## src/rtl/bag_pkg.sv

```systemverilog
package bag_pkg;
   typedef enum logic [1:0] {
      WRAP16    = 2'b00,
      WRAP32    = 2'b01,
      WRAP64    = 2'b10,
      WRAP_NONE = 2'b11
   } wrap_e;
endpackage

```

## src/rtl/bag_eff_addr.sv

```systemverilog
module bag_eff_addr #(
   parameter int ADDR_W     = 32,
   parameter int ARRAY_BITS = 25,
   parameter int SEG_POS    = 24
) (
   input  logic [ADDR_W-1:0]     start_addr,
   input  logic                  addr4_en,
   input  logic                  seg_hi,
   output logic [ARRAY_BITS-1:0] eff_addr
);
   if (ADDR_W < ARRAY_BITS) begin : g_bad_w
      $error("start address narrower than array");
   end
   if (ARRAY_BITS != SEG_POS + 1) begin : g_bad_seg
      $error("segment bit must be the top array bit");
   end

   logic [ARRAY_BITS-1:0] full_form;
   logic [ARRAY_BITS-1:0] short_form;

   // Command supplies all bits; array only decodes the low ones.
   assign full_form  = start_addr[ARRAY_BITS-1:0];
   // Short form: register bit selects the half, command gives the rest.
   assign short_form = {seg_hi, start_addr[SEG_POS-1:0]};
   assign eff_addr   = addr4_en ? full_form : short_form;
endmodule

```

## src/rtl/bag_step.sv

```systemverilog
module bag_step
   import bag_pkg::*;
#(
   parameter int ARRAY_BITS   = 25,
   parameter int MIN_WRAP_LG2 = 4
) (
   input  logic [ARRAY_BITS-1:0] cur,
   input  wrap_e                 wsel,
   output logic [ARRAY_BITS-1:0] nxt
);
   localparam int N_WRAP = 3;

   if (ARRAY_BITS <= MIN_WRAP_LG2 + N_WRAP) begin : g_bad_sz
      $error("array too small for largest wrap window");
   end

   logic [ARRAY_BITS-1:0] cand [N_WRAP+1];

   for (genvar k = 0; k < N_WRAP; k++) begin : g_wrap
      localparam int WB = MIN_WRAP_LG2 + k;
      assign cand[k] = {cur[ARRAY_BITS-1:WB],
                        cur[WB-1:0] + {{(WB-1){1'b0}}, 1'b1}};
   end
   assign cand[N_WRAP] = cur + {{(ARRAY_BITS-1){1'b0}}, 1'b1};

   assign nxt = cand[wsel];
endmodule

```

## src/rtl/burst_addr_gen.sv

```systemverilog
module burst_addr_gen
   import bag_pkg::*;
#(
   parameter int ADDR_W       = 32,
   parameter int ARRAY_BITS   = 25,
   parameter int SEG_POS      = 24,
   parameter int MIN_WRAP_LG2 = 4
) (
   input  logic                  clk,
   input  logic                  rst_n,
   input  logic [ADDR_W-1:0]     start_addr,
   input  logic                  ld_start,
   input  logic                  adv_byte,
   input  logic [1:0]            wrap_sel,
   input  logic                  addr4_en,
   input  logic                  seg_hi,
   output logic [ARRAY_BITS-1:0] rd_addr
);
   localparam int TOP_WIN = MIN_WRAP_LG2 + 2;

   logic [ARRAY_BITS-1:0] cur_q, eff_start, step_addr;
   wrap_e                 wrap_q;

   bag_eff_addr #(
      .ADDR_W(ADDR_W), .ARRAY_BITS(ARRAY_BITS), .SEG_POS(SEG_POS)
   ) i_eff (
      .start_addr(start_addr), .addr4_en(addr4_en),
      .seg_hi(seg_hi), .eff_addr(eff_start)
   );

   bag_step #(
      .ARRAY_BITS(ARRAY_BITS), .MIN_WRAP_LG2(MIN_WRAP_LG2)
   ) i_step (
      .cur(cur_q), .wsel(wrap_q), .nxt(step_addr)
   );

   always_ff @(posedge clk or negedge rst_n) begin
      if (!rst_n) begin
         cur_q  <= '0;
         wrap_q <= WRAP_NONE;
      end else if (ld_start) begin
         cur_q  <= eff_start;
         wrap_q <= wrap_e'(wrap_sel);
      end else if (adv_byte) begin
         cur_q  <= step_addr;
      end
   end

   assign rd_addr = cur_q;

   p_hold_r10: assert property (@(posedge clk) disable iff (!rst_n)
      (!ld_start && !adv_byte) |=> $stable(rd_addr));

   p_load4_r2: assert property (@(posedge clk) disable iff (!rst_n)
      (ld_start && addr4_en) |=> rd_addr == $past(start_addr[ARRAY_BITS-1:0]));

   p_load3_r3: assert property (@(posedge clk) disable iff (!rst_n)
      (ld_start && !addr4_en) |=>
         (rd_addr[SEG_POS-1:0] == $past(start_addr[SEG_POS-1:0]))
         && (rd_addr[SEG_POS] == $past(seg_hi)));

   p_win_upper_r6: assert property (@(posedge clk) disable iff (!rst_n)
      (!ld_start && adv_byte && wrap_q != WRAP_NONE) |=>
         $stable(rd_addr[ARRAY_BITS-1:TOP_WIN]));

   p_win16_r4: assert property (@(posedge clk) disable iff (!rst_n)
      (!ld_start && adv_byte && wrap_q == WRAP16) |=>
         $stable(rd_addr[ARRAY_BITS-1:MIN_WRAP_LG2]));

   p_linear_r7: assert property (@(posedge clk) disable iff (!rst_n)
      (!ld_start && adv_byte && wrap_q == WRAP_NONE) |=>
         rd_addr == $past(rd_addr) + {{(ARRAY_BITS-1){1'b0}}, 1'b1});

   p_wrap_keep_r8: assert property (@(posedge clk) disable iff (!rst_n)
      !ld_start |=> $stable(wrap_q));
endmodule

```

## config.mk

```make
export PLATFORM = sky130hd
export DESIGN_NAME = burst_addr_gen
export DESIGN_NICKNAME = d
export VERILOG_FILES = /design/src/rtl/bag_pkg.sv /design/src/rtl/bag_eff_addr.sv /design/src/rtl/bag_step.sv /design/src/rtl/burst_addr_gen.sv
export SDC_FILE = /design/constraint.sdc
export NUM_CORES = 1
export LEC_CHECK = 0
export BUFFER_PORTS_ARGS = -buffer_cell sky130_fd_sc_hd__buf_2
export CAP_MARGIN = 10
export CORE_MARGIN = 2
export CORE_UTILIZATION = 49
export CTS_BUF_LIST = sky130_fd_sc_hd__clkbuf_4 sky130_fd_sc_hd__clkbuf_8
export CTS_CLUSTER_SIZE = 12
export DETAILED_ROUTE_END_ITERATION = 8
export GPL_TIMING_DRIVEN = 1
export HOLD_SLACK_MARGIN = 0.06
export MAX_ROUTING_LAYER = met4
export PLACE_DENSITY = 0.93
export SLEW_MARGIN = 20
export SYNTH_ARGS = -nofsm -noshare
export SYNTH_HDL_FRONTEND = slang
export SYNTH_SLANG_ARGS = --single-unit
export TNS_END_PERCENT = 10
```

## constraint.sdc

```tcl
create_clock -name clk -period 2.57 [get_ports clk]
set_clock_uncertainty 0.2 [all_clocks]
set_input_delay 0 -clock clk [delete_from_list [all_inputs] [get_ports clk]]
set_output_delay 0 -clock clk [all_outputs]
set_load 0.05 [all_outputs]
```

---- After elaboration in Yosys (flattened, before gate mapping) ----
Index checks and enable logic that the tools add are counted.
storage, ports and cells
  output and inout port bits .............. 25
  register bits ........................... 27
  input bits .............................. 40
operators by class
  bitwise logic cells ..................... 1
  magnitude comparators ................... 1
  add/subtract/negate cells ............... 4
  multiplexer cells ....................... 6
  reduce and logical (&&, ||, !) cells .... 1
operators by type and width
  kind                   number
  $mux 25                5
  $bmux 25 s2            1
  $add 25x1->25 const B  1
  $add 6x1->6 const B    1
  $add 5x1->5 const B    1
  $add 4x1->4 const B    1
  $ge 3x3->1 const B     1
  $not 2->3              1
  $reduce_bool 2->1      1

---- Logic depth before layout (Yosys ltp) ----
Gate-level depths: netlist (run 1).
  depth after elaboration ................. 6
  depth in mapped cells ................... 6
  depth with buffers taken out ............ 5

---- Cells and area by module ----
A second synthesis (run 1) with hierarchy kept.
unflattened totals
  cells, all modules ...................... 212
  area total of the unflattened synthesis .. 1,995.7 um^2
by module, submodules not included
  module          seq. area each (um^2)  area each (um^2)  times used  cells an instance
  burst_addr_gen  678.2                  1,253.7           1           113
  bag_step        0.0                    546.8             1           74
  bag_eff_addr    0.0                    195.2             1           25

---- Least setup slack after synthesis (run 1) ----
OpenSTA, ideal clock, no wires.
  path type ............................... register to register
  from .................................... reg cur_q[3] (netlist: rd_addr[3])
  to ...................................... reg cur_q[19] (netlist: rd_addr[19])
  stages on the path, launching flop included .. 6
  data required time ...................... 2.288 ns
  setup slack ............................. 0.049 ns
  data arrival time ....................... 2.239 ns
  buffers on the path ..................... 1
  cell sequence ........................... dfrtp_1 nand4_2 or4_1 buf_2 or4_1 a31oi_1
on the way
  cells in the longest elaborated chain, start to end .. 6
RTL lines
  element                                     RTL line              source
  from (decl)                                 burst_addr_gen.sv:21  logic [ARRAY_BITS-1:0] cur_q, eff_start, step_addr;
  from (signal assigned)                      burst_addr_gen.sv:42  cur_q <= eff_start;
  from (signal assigned)                      burst_addr_gen.sv:45  cur_q <= step_addr;
  $add 25x1->25                               bag_step.sv:24        assign cand[N_WRAP] = cur + {{(ARRAY_BITS-1){1'b0}}, 1'b1};
  $bmux 25 s2                                 bag_step.sv:26        assign nxt = cand[wsel];
  $mux 25 (not written as such) (2 in a row)  bag_step.sv:26
  $mux 25                                     burst_addr_gen.sv:44  end else if (adv_byte) begin
  $mux 25                                     burst_addr_gen.sv:41  end else if (ld_start) begin
Every way passes these cells. The select of a mux whose other input is x is not followed.
A chain may end at the register's enable or synchronous reset.

---- Final worst setup path (run 1) ----
  from .................................... reg wrap_q[1]
  to ...................................... reg cur_q[7] (netlist: rd_addr[7])
on the way
  cells in the longest elaborated chain, start to end .. 6
RTL lines
  element                                     RTL line              source
  from (decl)                                 burst_addr_gen.sv:22  wrap_e wrap_q;
  from (signal assigned)                      burst_addr_gen.sv:43  wrap_q <= wrap_e'(wrap_sel);
  $not 2->3 (not written as such)             bag_step.sv:26
  $bmux 25 s2                                 bag_step.sv:26
  $mux 25 (not written as such) (2 in a row)  bag_step.sv:26
  $mux 25                                     burst_addr_gen.sv:44
  $mux 25                                     burst_addr_gen.sv:41
Every way passes these cells. The select of a mux whose other input is x is not followed.

==> results.md, run 1 <==
- Vias in the first global route: 1,741
- RSZ-0062 raised after global routing: false
- Fmax: 415 MHz
- Grt total ovfl: 0
- Synthesis-to-finish area growth: 61.6%
- WHS: 0.234 ns
- Critical Path End Type: flop
- Cells after Synth: 172
- CP Cell Sequence: nand3_1, buf_4, or3_1, xnor2_1, o21ai_0, dlygate4sd3_1
- Final setup fails: 0
- CP max-delay cell: dfstp_2
- Diode count: 0
- Asr flop ratio synth: 100%
- DRT antenna net count: 0
- Top cell family by delay on the critical path: buffers and inverters
- Setup tns final: 0 ns
- CTS Buf Count: 3
- Layout Nets: 327
- Largest net degree at the start of global routing: 32
- Leakage power figure: 1.05 nW
- Syn nets: 213
- DRC: 0
- Clock-pin slew on the worst setup and hold paths: 0.14 ns
- CP startpoint kind: flop
- Seq/Total Area, Yosys: 44.0%
- Status: finished, final reports clean
- DRT Wirelength: 4.66 mm
- # fillers: 178
- Commonest non-fill, non-tap cell in the layout: dlygate4sd3_1
- Die area: 0.00361 mm^2
- Core area: 0.00303 mm^2
- # IOs: 65
- Distinct cell type count of the synthesized netlist: 31
- Worst Max-Slew Pin Slew: 0.648 ns
- I/O Buffers: 57
- Initial antenna violation count: 0
- Buf/Inv on CP: 2
- Ratio of cells with drive above 1 in the final layout: 25.6%
- TritonCTS clock tree: built
- MaxCap Viol Count: 0
- Worst EP required: 2.61 ns
- GR Util All Layers: 28.7%
- Highest-count cells in the layout ignoring fill and taps: 58 x dlygate4sd3_1, 57 x buf_2, 26 x nand2_1, 25 x dfrtp_1, 15 x o21ai_0
- Synth warn: 0
- Total iterations of the first detailed-routing run: 5
- Final Hold Viols: 0
- DR iter-0 viols: 110
- Tmin final: 2.41 ns
- Max FO, Critical Path: 6
- HP Class: in -> reg
- Gpl congestion: 0.824
- DP HPWL: 2.63 mm
- Mean Syn Cell Area: 8.97 um^2
- Register bit total from synthesis: 27
- Post-CTS Repair Setup Buffers: 0
- Clk Latency, worst-skew pair: 0.34 ns
- Prevailing post-synth register cell: dfrtp_1
- First-pass GRT wire length: 7.48 mm
- Root Driver: clkbuf_4
- Number of synthesized flops with an enable pin: 0
- Post-Synthesis Cell Area: 0.00154 mm^2
- CP peak stage delay: 0.61 ns
- Site Rows: 20
- Pwr Density: 461 mW/mm^2
- CTS Sinks: 27
- Mean routed wirelength per cell: 14.2 um
- Initial core utilization: 51.0%
- DR vias/cell: 5.44
- Worst EP arrival: 2.45 ns
- Fin. max-slew vios: 0
- Die Y: 60.1 um
- Routed vias: 1,791
- Final period utilization: 93.9%
- Max-slew headroom: 56.8%
- Die width: 60.1 um
- Clock buffer depth: 2
- Worst vdd ir: 0.316 mV
- H-tree Lvls: 1
- Final Total Pwr: 1.15 mW
- Critical path class: reg -> reg
-- final cells by class --
class / instances / area (um^2) / share of cell area (%)
Multi-Input combinational cell: 133 / 817 / 32.8
Clock buffer: 4 / 30.0 / 1.20
Timing Repair Buffer: 118 / 901 / 36.1
Inverter: 3 / 11.3 / 0.452
Sequential cell: 27 / 678 / 27.2
Tap cell: 44 / 55.1 / 2.21
-- Yosys cell counts, types with 3 or more instances --
cell	count	share of area, %
o21ai_0	15	4.9
nand2_1	26	6.3
clkbuf_1	6	1.5
nor4_1	6	2.4
a31oi_1	9	3.6
o31a_1	4	2.3
nor2_1	11	2.7
xor2_1	6	3.4
o31ai_1	4	1.9
nand3_1	9	2.9
nand4_1	4	1.6
mux2_2	4	2.9
or4_1	7	3.4
and3_1	4	1.6
dfrtp_1	25	41
xnor2_1	6	3.4
inv_1	3	0.73
or3_1	5	2.0
-- kinds of logic (layout without fill, tap and decap cells) --
| family | after synthesis | in the layout | synth area share [%] |
|---|---|---|---|
| AOI/OAI and AO/OA | 34 | 34 | 13.8 |
| xor gates and xnor gates | 12 | 12 | 6.81 |
| adders and majority gates | 1 | 1 | 0.811 |
| buffers and inverters | 12 | 125 | 3.33 |
| DFF | 27 | 27 | 44.0 |
| muxes | 6 | 6 | 4.22 |
| and+or+nand+nor | 80 | 80 | 27.1 |
-- worst register-to-register path: stages (launching register included) --
cell and delay (ns):
dfstp_2 0.61, nand3_1 0.10, buf_4 0.17, or3_1 0.42, xnor2_1 0.15, o21ai_0 0.07
dlygate4sd3_1 0.58
-- worst paths after layout --
path | from | endpoint | slack, ns | depth (start not counted)
max | wrap_q[1]$_DFFE_PN1P_ | rd_addr[7]$_DFFE_PN0P_ | 0.16 | 6
min | start_addr[6] | rd_addr[6]$_DFFE_PN0P_ | 0.23 | 3
max reg2reg | wrap_q[1]$_DFFE_PN1P_ | rd_addr[7]$_DFFE_PN0P_ | 0.16 | 6
min reg2reg | rd_addr[23]$_DFFE_PN0P_ | rd_addr[23]$_DFFE_PN0P_ | 0.41 | 2
max in group asynchronous | rst_n | rd_addr[18]$_DFFE_PN0P_ | 1.51 | 4
min in group asynchronous | rst_n | wrap_q[1]$_DFFE_PN1P_ | 0.51 | 3
-- stage by stage --
step	area, um^2	std cells	worst slack, ns	utilization (%)
2_1_floorplan	1540	172	0.0492	-
3_3_place_gp	1860	266	0.211	61.4
3_5_place_dp	1860	266	0.149	61.4
4_1_cts	2490	329	0.120	82.2
5_1_grt	2490	329	0.0162	82.3
6_report	2490	329	0.158	82.3
-- report_power, final --
| group | internal [mW] | leakage, nW | switching, mW | total, mW |
|---|---|---|---|---|
| sequential | 0.469 | 0.313 | 0.0584 | 0.527 |
| combinational | 0.170 | 0.721 | 0.250 | 0.420 |
| clock | 0.0717 | 0.0184 | 0.130 | 0.202 |
-- flip-flops by register name (all words and copies together) (netlist names) --
| register | count |
|---|---|
| rd_addr | 25 |
| wrap_q | 2 |
-- per-layer routing --
layer / up-vias / routed length [um] / track usage (%)
met5: - / 0 / -
met4: 0 / 89 / 12.1
met3: 11 / 251 / 5.84
met2: 87 / 2390 / 48.9
met1: 832 / 1930 / 32.5
li1: 861 / - / -
-- repair_timing --
item / in CTS / in global routing
endpoints found under the hold margin: 54 / 0
endpoints found under the setup margin: 0 / 2
gates resized for setup: 0 / 1
hold buffers: 59 / 0
No activity file was read; power rests on OpenSTA's default activity.
==> run 2: changes to the inputs <==
ABC_AREA = 1   (was not set)
CORE_MARGIN = not set   (was 2)
CORE_UTILIZATION = 53   (was 49)
PLACE_DENSITY = 0.94   (was 0.93)
==> results.md, run 2 <==
- Status: finished, final reports clean
- Setup WS pre-CTS: 0.636 ns (+0.486 ns)
- Cell taking the most area after synthesis: dfrtp_1
- Critical Path End: rd_addr[5]$_DFFE_PN0P_
- Met3 usage: 4.11% (-1.7 points)
- CP peak stage delay: 0.58 ns (-0.03 ns)
- DP HPWL: 3.86 mm (+47%)
- I/O Buffers: 57 (unchanged)
- R2R Setup Slk: 0.57 ns (+0.41 ns)
- Worst vdd ir: 0.326 mV (+3.2%)
- H-tree Lvls: 1 (unchanged)
- Seq pwr share: 39.5% (-6.4 points)
- Clock-pin slew on the worst setup and hold paths: 0.10 ns (-0.04 ns)
- Cells after Synth: 307 (+78%)
- GR Layer Usage met2: 55.3% (+6.4 points)
- MaxCap Viol Count: 0 (unchanged)
- Synth warn: 0 (unchanged)
- Critical Path End Type: flop
- GR Util All Layers: 32.7% (+4.0 points)
- DR vias/cell: 5.36 (-1.5%)
- CTS resizes: 0 (unchanged)
- Clock buffer depth: 2 (unchanged)
- CTS Sinks: 27 (unchanged)
- Pint: 0.795 mW (+12%)
- Switching pwr: 0.694 mW (+59%)
- Layout Nets: 439 (+34%)
- First-pass GRT wire length: 10.1 mm (+35%)
- Max-slew headroom: 57.8% (+1.0 points)
- Final Util: 74.7% (-7.6 points)
- Gate power share: 43.9% (+7.3 points)
- Final worst setup slack: 0.566 ns (+0.408 ns)
- Root Driver: clkbuf_8
- CTS Buf Count: 3 (unchanged)
- Distinct cell type count of the synthesized netlist: 31 (unchanged)
- Register bit total from synthesis: 27 (unchanged)
- Setup tns final: 0 ns (unchanged)
- Site Rows: 22 (+10%)
- Commonest non-fill, non-tap cell in the layout: nand2_1
- Fmax: 499 MHz (+20%)
- Final Total Pwr: 1.49 mW (+30%)
- Net Sw Frac: 46.6% (+8.5 points)
- HP Class: in -> async
- Worst Max-Slew Pin Slew: 0.632 ns (-0.0164 ns)
- CP Depth: 6 (unchanged)
- DRT antenna net count: 0 (unchanged)
- Top-count cell post-synth: nand2_1
- Cells after DPL: 406 (+53%)
- Top cell family by delay on the critical path: buffers and inverters
- Worst EP arrival: 2.02 ns (-0.43 ns)
- Final setup fails: 0 (unchanged)
- CP max-delay cell: dlygate4sd3_1
- Post-CTS Repair Setup Buffers: 0 (unchanged)
- # IOs: 65 (unchanged)
- Worst Setup SP: rd_addr[3]$_DFFE_PN0P_
- Most frequent cells after synthesis: 79 x nand2_1, 44 x nor2_1, 34 x inv_1
- Most used routing layer: met2
- Seq/Total Area, Yosys: 33.4% (-11 points)
- Leakage power figure: 1.30 nW (+24%)
- Prevailing post-synth register cell: dfrtp_1
- Grt total ovfl: 0 (unchanged)
- Max reg flops: 25 (unchanged)
- Pwr Density: 544 mW/mm^2 (+18%)
- Buf/Inv on CP: 1 (-1)
- Routed vias: 2,385 (+33%)
- Die Y: 63.9 um (+6.3%)
- Syn nets: 348 (+63%)
- Clk Latency, worst-skew pair: 0.28 ns (-0.06 ns)
- RSZ-0062 raised after global routing: false
- Ratio of cells with drive above 1 in the final layout: 23.9% (-1.7 points)
- Design area: 0.00274 mm^2 (+9.8%)
- R2R depth: 6 (unchanged)
- Synthesis-to-finish area growth: 34.7%
- CP Cell Sequence: nand2_1, nor2_1, xor2_1, nand3_1, o211ai_1, dlygate4sd3_1
- Highest-count cells in the layout ignoring fill and taps: 79 x nand2_1, 57 x buf_2, 44 x nor2_1, 35 x dlygate4sd3_1, 34 x inv_1
- Mean routed wirelength per cell: 13.6 um (-4.1%)
- Asr flop ratio synth: 100% (unchanged)
- Max FO, Critical Path: 5 (-1)
- Diode count: 0 (unchanged)
- Cts hold-fix bufs: 35 (-41%)
- Final Hold Viols: 0 (unchanged)
- Post-Synthesis Cell Area: 0.00203 mm^2 (+32%)
- Placed Area: 0.00234 mm^2 (+26%)
- Clock network fraction of total power: 16.6% (-0.9 points)
- CP startpoint kind: flop
- Top-area cell type share of the netlist area: 30.8% (-9.8 points)
- Core area: 0.00366 mm^2 (+21%)
- Fin. max-slew vios: 0 (unchanged)
- Worst EP required: 2.59 ns (-0.02 ns)
- Worst reg2reg path endpoint: rd_addr[5]$_DFFE_PN0P_
- Total iterations of the first detailed-routing run: 4 (-1)
- TritonCTS clock tree: built
- Final Instance Count excl. Fillers: 445 (+35%)
- Mean Syn Cell Area: 6.62 um^2 (-26%)
- Gpl congestion: 0.924 (+12%)
- Tmin final: 2.00 ns (-0.408 ns)
- Initial antenna violation count: 0 (unchanged)
- DR iter-0 viols: 186 (+69%)
- Reg-to-reg startpoint: rd_addr[3]$_DFFE_PN0P_
- Met1 GRT Util: 38.2% (+5.7 points)
- DRC: 0 (unchanged)
- Final period utilization: 78.0% (-16 points)
- Largest net degree at the start of global routing: 31 (-3.1%)
- Ranking of synthesized cells by area: dfrtp_1 31%, nand2_1 15%, nor2_1 8.1%
- Initial core utilization: 55.5% (+4.6 points)
- Die area: 0.00409 mm^2 (+13%)
- WHS: 0.0646 ns (-0.170 ns)
- Vias in the first global route: 2,275 (+31%)
- Critical path class: reg -> reg
- DRT Wirelength: 6.04 mm (+30%)
- Number of synthesized flops with an enable pin: 0 (unchanged)
- Die width: 63.9 um (+6.3%)
==> run 2: cell types whose count changed after synthesis, sizes merged, moves of 7 or more <==
cell / previous run / this run
or4: 7 / 0
nor2: 11 / 54
inv: 3 / 39
nand2: 26 / 86
nand3: 9 / 22
a21oi: 0 / 33
a31oi: 9 / 0
==> run 2: worst reg2reg max path: cells and delay by family, from the launching register on <==
kind / cells / cell delay (ns)
buf+inv: 1 / 0.58
compound gates: 1 / 0.08
simple gates: 3 / 0.46
flops: 1 / 0.46
xor+xnor: 1 / 0.18
==> run 2: layout make-up <==
type / count / area, um^2
multi-input combinational: 232 / 1150
clock inverter: 1 / 5.00
clock buffer: 3 / 41.3
inverter: 40 / 151
fill: 286 / 925
timing repair buffer: 94 / 651
tap: 48 / 60.1
sequential: 27 / 678
==> run 2: power by group through the flow <==
stage,sequential (mW),combinational (mW),clock (mW)
floorplan,0.789,0.234,0
finish,0.588,0.654,0.247
global route,0.596,0.701,0.269
global placement,0.587,0.580,0
CTS,0.584,0.642,0.248
detailed placement,0.592,0.591,0
==> run 2: kinds of logic (layout without fill, tap and decap cells) <==
kind of cell / count (synthesis) / in the layout / synth area share, %
compound gates: 59 / 59 / 16.8
xor+xnor: 3 / 3 / 1.29
fa+ha+maj: 1 / 1 / 0.616
buf+inv: 48 / 138 / 10.0
flops: 27 / 27 / 33.4
mux: 1 / 1 / 0.554
simple gates: 168 / 168 / 37.3
==> run 2: worst min-delay path by stage <==
stage	startpoint	depth (start not counted)	slack [ns]	end
CTS	rst_n	2	0.08	rd_addr[2]$_DFFE_PN0P_
global route	rst_n	2	0.13	rd_addr[2]$_DFFE_PN0P_
finish	rst_n	2	0.06	rd_addr[3]$_DFFE_PN0P_
detailed placement	rst_n	1	-0.16	rd_addr[2]$_DFFE_PN0P_
global placement	rst_n	1	-0.16	rd_addr[2]$_DFFE_PN0P_
floorplan	rst_n	0	-0.50	rd_addr[0]$_DFFE_PN0P_
==> run 2: layer usage <==
layer,part of all wire [%],wire (um)
met4,3.3,197
met2,49,2990
met3,6.1,370
met5,0,0
met1,41,2490
==> run 3: changes to the inputs <==
clock period = 1.9 ns   (was 2.57 ns; I/O delays follow)
==> results.md, run 3 (synthesized netlist as in run 2, its figures left out) <==
- Gpl congestion: 0.929 (+0.51%)
- Vias in the first global route: 2,287 (+0.53%)
- Ratio of cells with drive above 1 in the final layout: 25.2% (+1.3 points)
- Root Driver: clkbuf_8
- Site Rows: 22 (unchanged)
- Max FO, Critical Path: 4 (-1)
- DRT antenna net count: 0 (unchanged)
- Worst EP required: 1.88 ns (-0.71 ns)
- RSZ-0062 raised after global routing: false
- CP startpoint kind: flop
- DRC: 0 (unchanged)
- Core area: 0.00366 mm^2 (unchanged)
- Initial antenna violation count: 0 (unchanged)
- DR vias/cell: 5.38 (+0.29%)
- Pwr Density: 724 mW/mm^2 (+33%)
- Clock-pin slew on the worst setup and hold paths: 0.11 ns (about the same)
- Highest-count cells in the layout ignoring fill and taps: 79 x nand2_1, 57 x buf_2, 43 x nor2_1, 41 x dlygate4sd3_1, 34 x inv_1
- Critical Path End Type: flop
- Total iterations of the first detailed-routing run: 6 (+2)
- Clock buffer depth: 2 (unchanged)
- GR Util All Layers: 33.4% (+0.68 points)
- Die width: 63.9 um (unchanged)
- DP HPWL: 3.85 mm (-0.41%)
- Commonest non-fill, non-tap cell in the layout: nand2_1
- Max-slew headroom: 58.9% (+1.1 points)
- Initial core utilization: 55.5% (unchanged)
- Largest net degree at the start of global routing: 28 (-9.7%)
- Max reg flops: 25 (unchanged)
- Final Util: 77.1% (+2.4 points)
- CTS Sinks: 27 (unchanged)
- Final Instance Count excl. Fillers: 453 (+1.8%)
- Synthesis-to-finish area growth: 38.9%
- Critical path class: reg -> reg
- Worst EP arrival: 1.81 ns (-0.21 ns)
- DR iter-0 viols: 209 (+12%)
- Tmin final: 1.83 ns (-0.169 ns)
- Cells after DPL: 408 (+0.49%)
- Grt total ovfl: 0 (unchanged)
- # IOs: 65 (unchanged)
- Setup tns final: 0 ns (unchanged)
- Clk Latency, worst-skew pair: 0.28 ns (about the same)
- Post-CTS Repair Setup Buffers: 0 (unchanged)
- Routed vias: 2,435 (+2.1%)
- DRT Wirelength: 6.13 mm (+1.5%)
- TritonCTS clock tree: built
- I/O Buffers: 57 (unchanged)
- H-tree Lvls: 1 (unchanged)
- Fin. max-slew vios: 0 (unchanged)
- First-pass GRT wire length: 10.4 mm (+3.7%)
- Worst Max-Slew Pin Slew: 0.617 ns (-0.0149 ns)
- Layout Nets: 447 (+1.8%)
- HP Class: in -> async
- Diode count: 0 (unchanged)
- Worst vdd ir: 0.482 mV (+48%)
- Die area: 0.00409 mm^2 (unchanged)
- Final Hold Viols: 0 (unchanged)
- CTS Buf Count: 3 (unchanged)
- Leakage power figure: 1.32 nW (+1.5%)
- Die Y: 63.9 um (unchanged)
- Mean routed wirelength per cell: 13.5 um (-0.29%)
- MaxCap Viol Count: 0 (unchanged)
- Fmax: 545 MHz (+9.2%)
- Final setup fails: 0 (unchanged)
- Final period utilization: 96.6% (+19 points)
- Status: finished, final reports clean
## run 3: cell types whose count changed in the layout (fill, tap and decap cells not counted), moves of 2 or more
cell / change
dfrtp_1: -3
dlygate4sd3_1: +6
buf_4: +2
dfrtp_2: +3
## run 3: power breakdown
group,leakage [nW],switching (mW),internal (mW)
sequential,0.316,0.133,0.665
clock,0.0217,0.201,0.149
combinational,0.985,0.619,0.276
## run 3: cell type report
class	instances	area, um^2
Tap cell	48	60.1
Fill cell	250	838
Sequential cell	27	682
Clock buffer	3	41.3
Timing Repair Buffer	102	726
Inverter	40	151
Clock inverter	1	7.51
Multi-Input combinational cell	232	1150
## run 3: metrics by stage
step / setup WS (ns) / hold slack [ns] / area [um^2] / total power, mW
final: 0.0651 / 0.0510 / 2820 / 2.04
after global routing: 0.0145 / 0.101 / 2820 / 2.15
after CTS: 0.0493 / 0.0727 / 2820 / 2.02
after detailed placement: 0.240 / -0.155 / 2360 / 1.60
after global placement: 0.255 / -0.159 / 2360 / 1.58
after floorplan: 0.106 / -0.496 / 2030 / 1.38
## run 3: path summary, 6_finish.rpt
| path | start | depth (start not counted) | end | slack, ns |
|---|---|---|---|---|
| max | rd_addr[0]$_DFFE_PN0P_ | 5 | rd_addr[2]$_DFFE_PN0P_ | 0.07 |
| min | rst_n | 2 | rd_addr[9]$_DFFE_PN0P_ | 0.05 |
| max reg2reg | rd_addr[0]$_DFFE_PN0P_ | 5 | rd_addr[2]$_DFFE_PN0P_ | 0.07 |
| min reg2reg | wrap_q[1]$_DFFE_PN1P_ | 2 | wrap_q[1]$_DFFE_PN1P_ | 0.34 |
| max in group asynchronous | rst_n | 2 | rd_addr[2]$_DFFE_PN0P_ | 1.01 |
| min in group clk | ld_start | 4 | wrap_q[1]$_DFFE_PN1P_ | 0.06 |
## run 3: critical path: stages, from the launching register on
cell	delay [ns]
dfrtp_2	0.45
ha_2	0.22
nand2_1	0.07
xor2_1	0.15
a21oi_1	0.08
dlygate4sd3_1	0.55
## run 3: routing by layer
layer	up-vias	global-route usage, %	routed length [um]
met4	0	11.4	116
met2	119	54.9	3050
met1	1125	43.1	2540
met5	-	-	0
met3	11	2.86	427
li1	1180	-	-
## run 3: timing repair
action                                  CTS  global route
hold endpoints to repair                 54             0
endpoints found under the setup margin    0             4
resized for setup                         0             3
hold buffers                             41             0
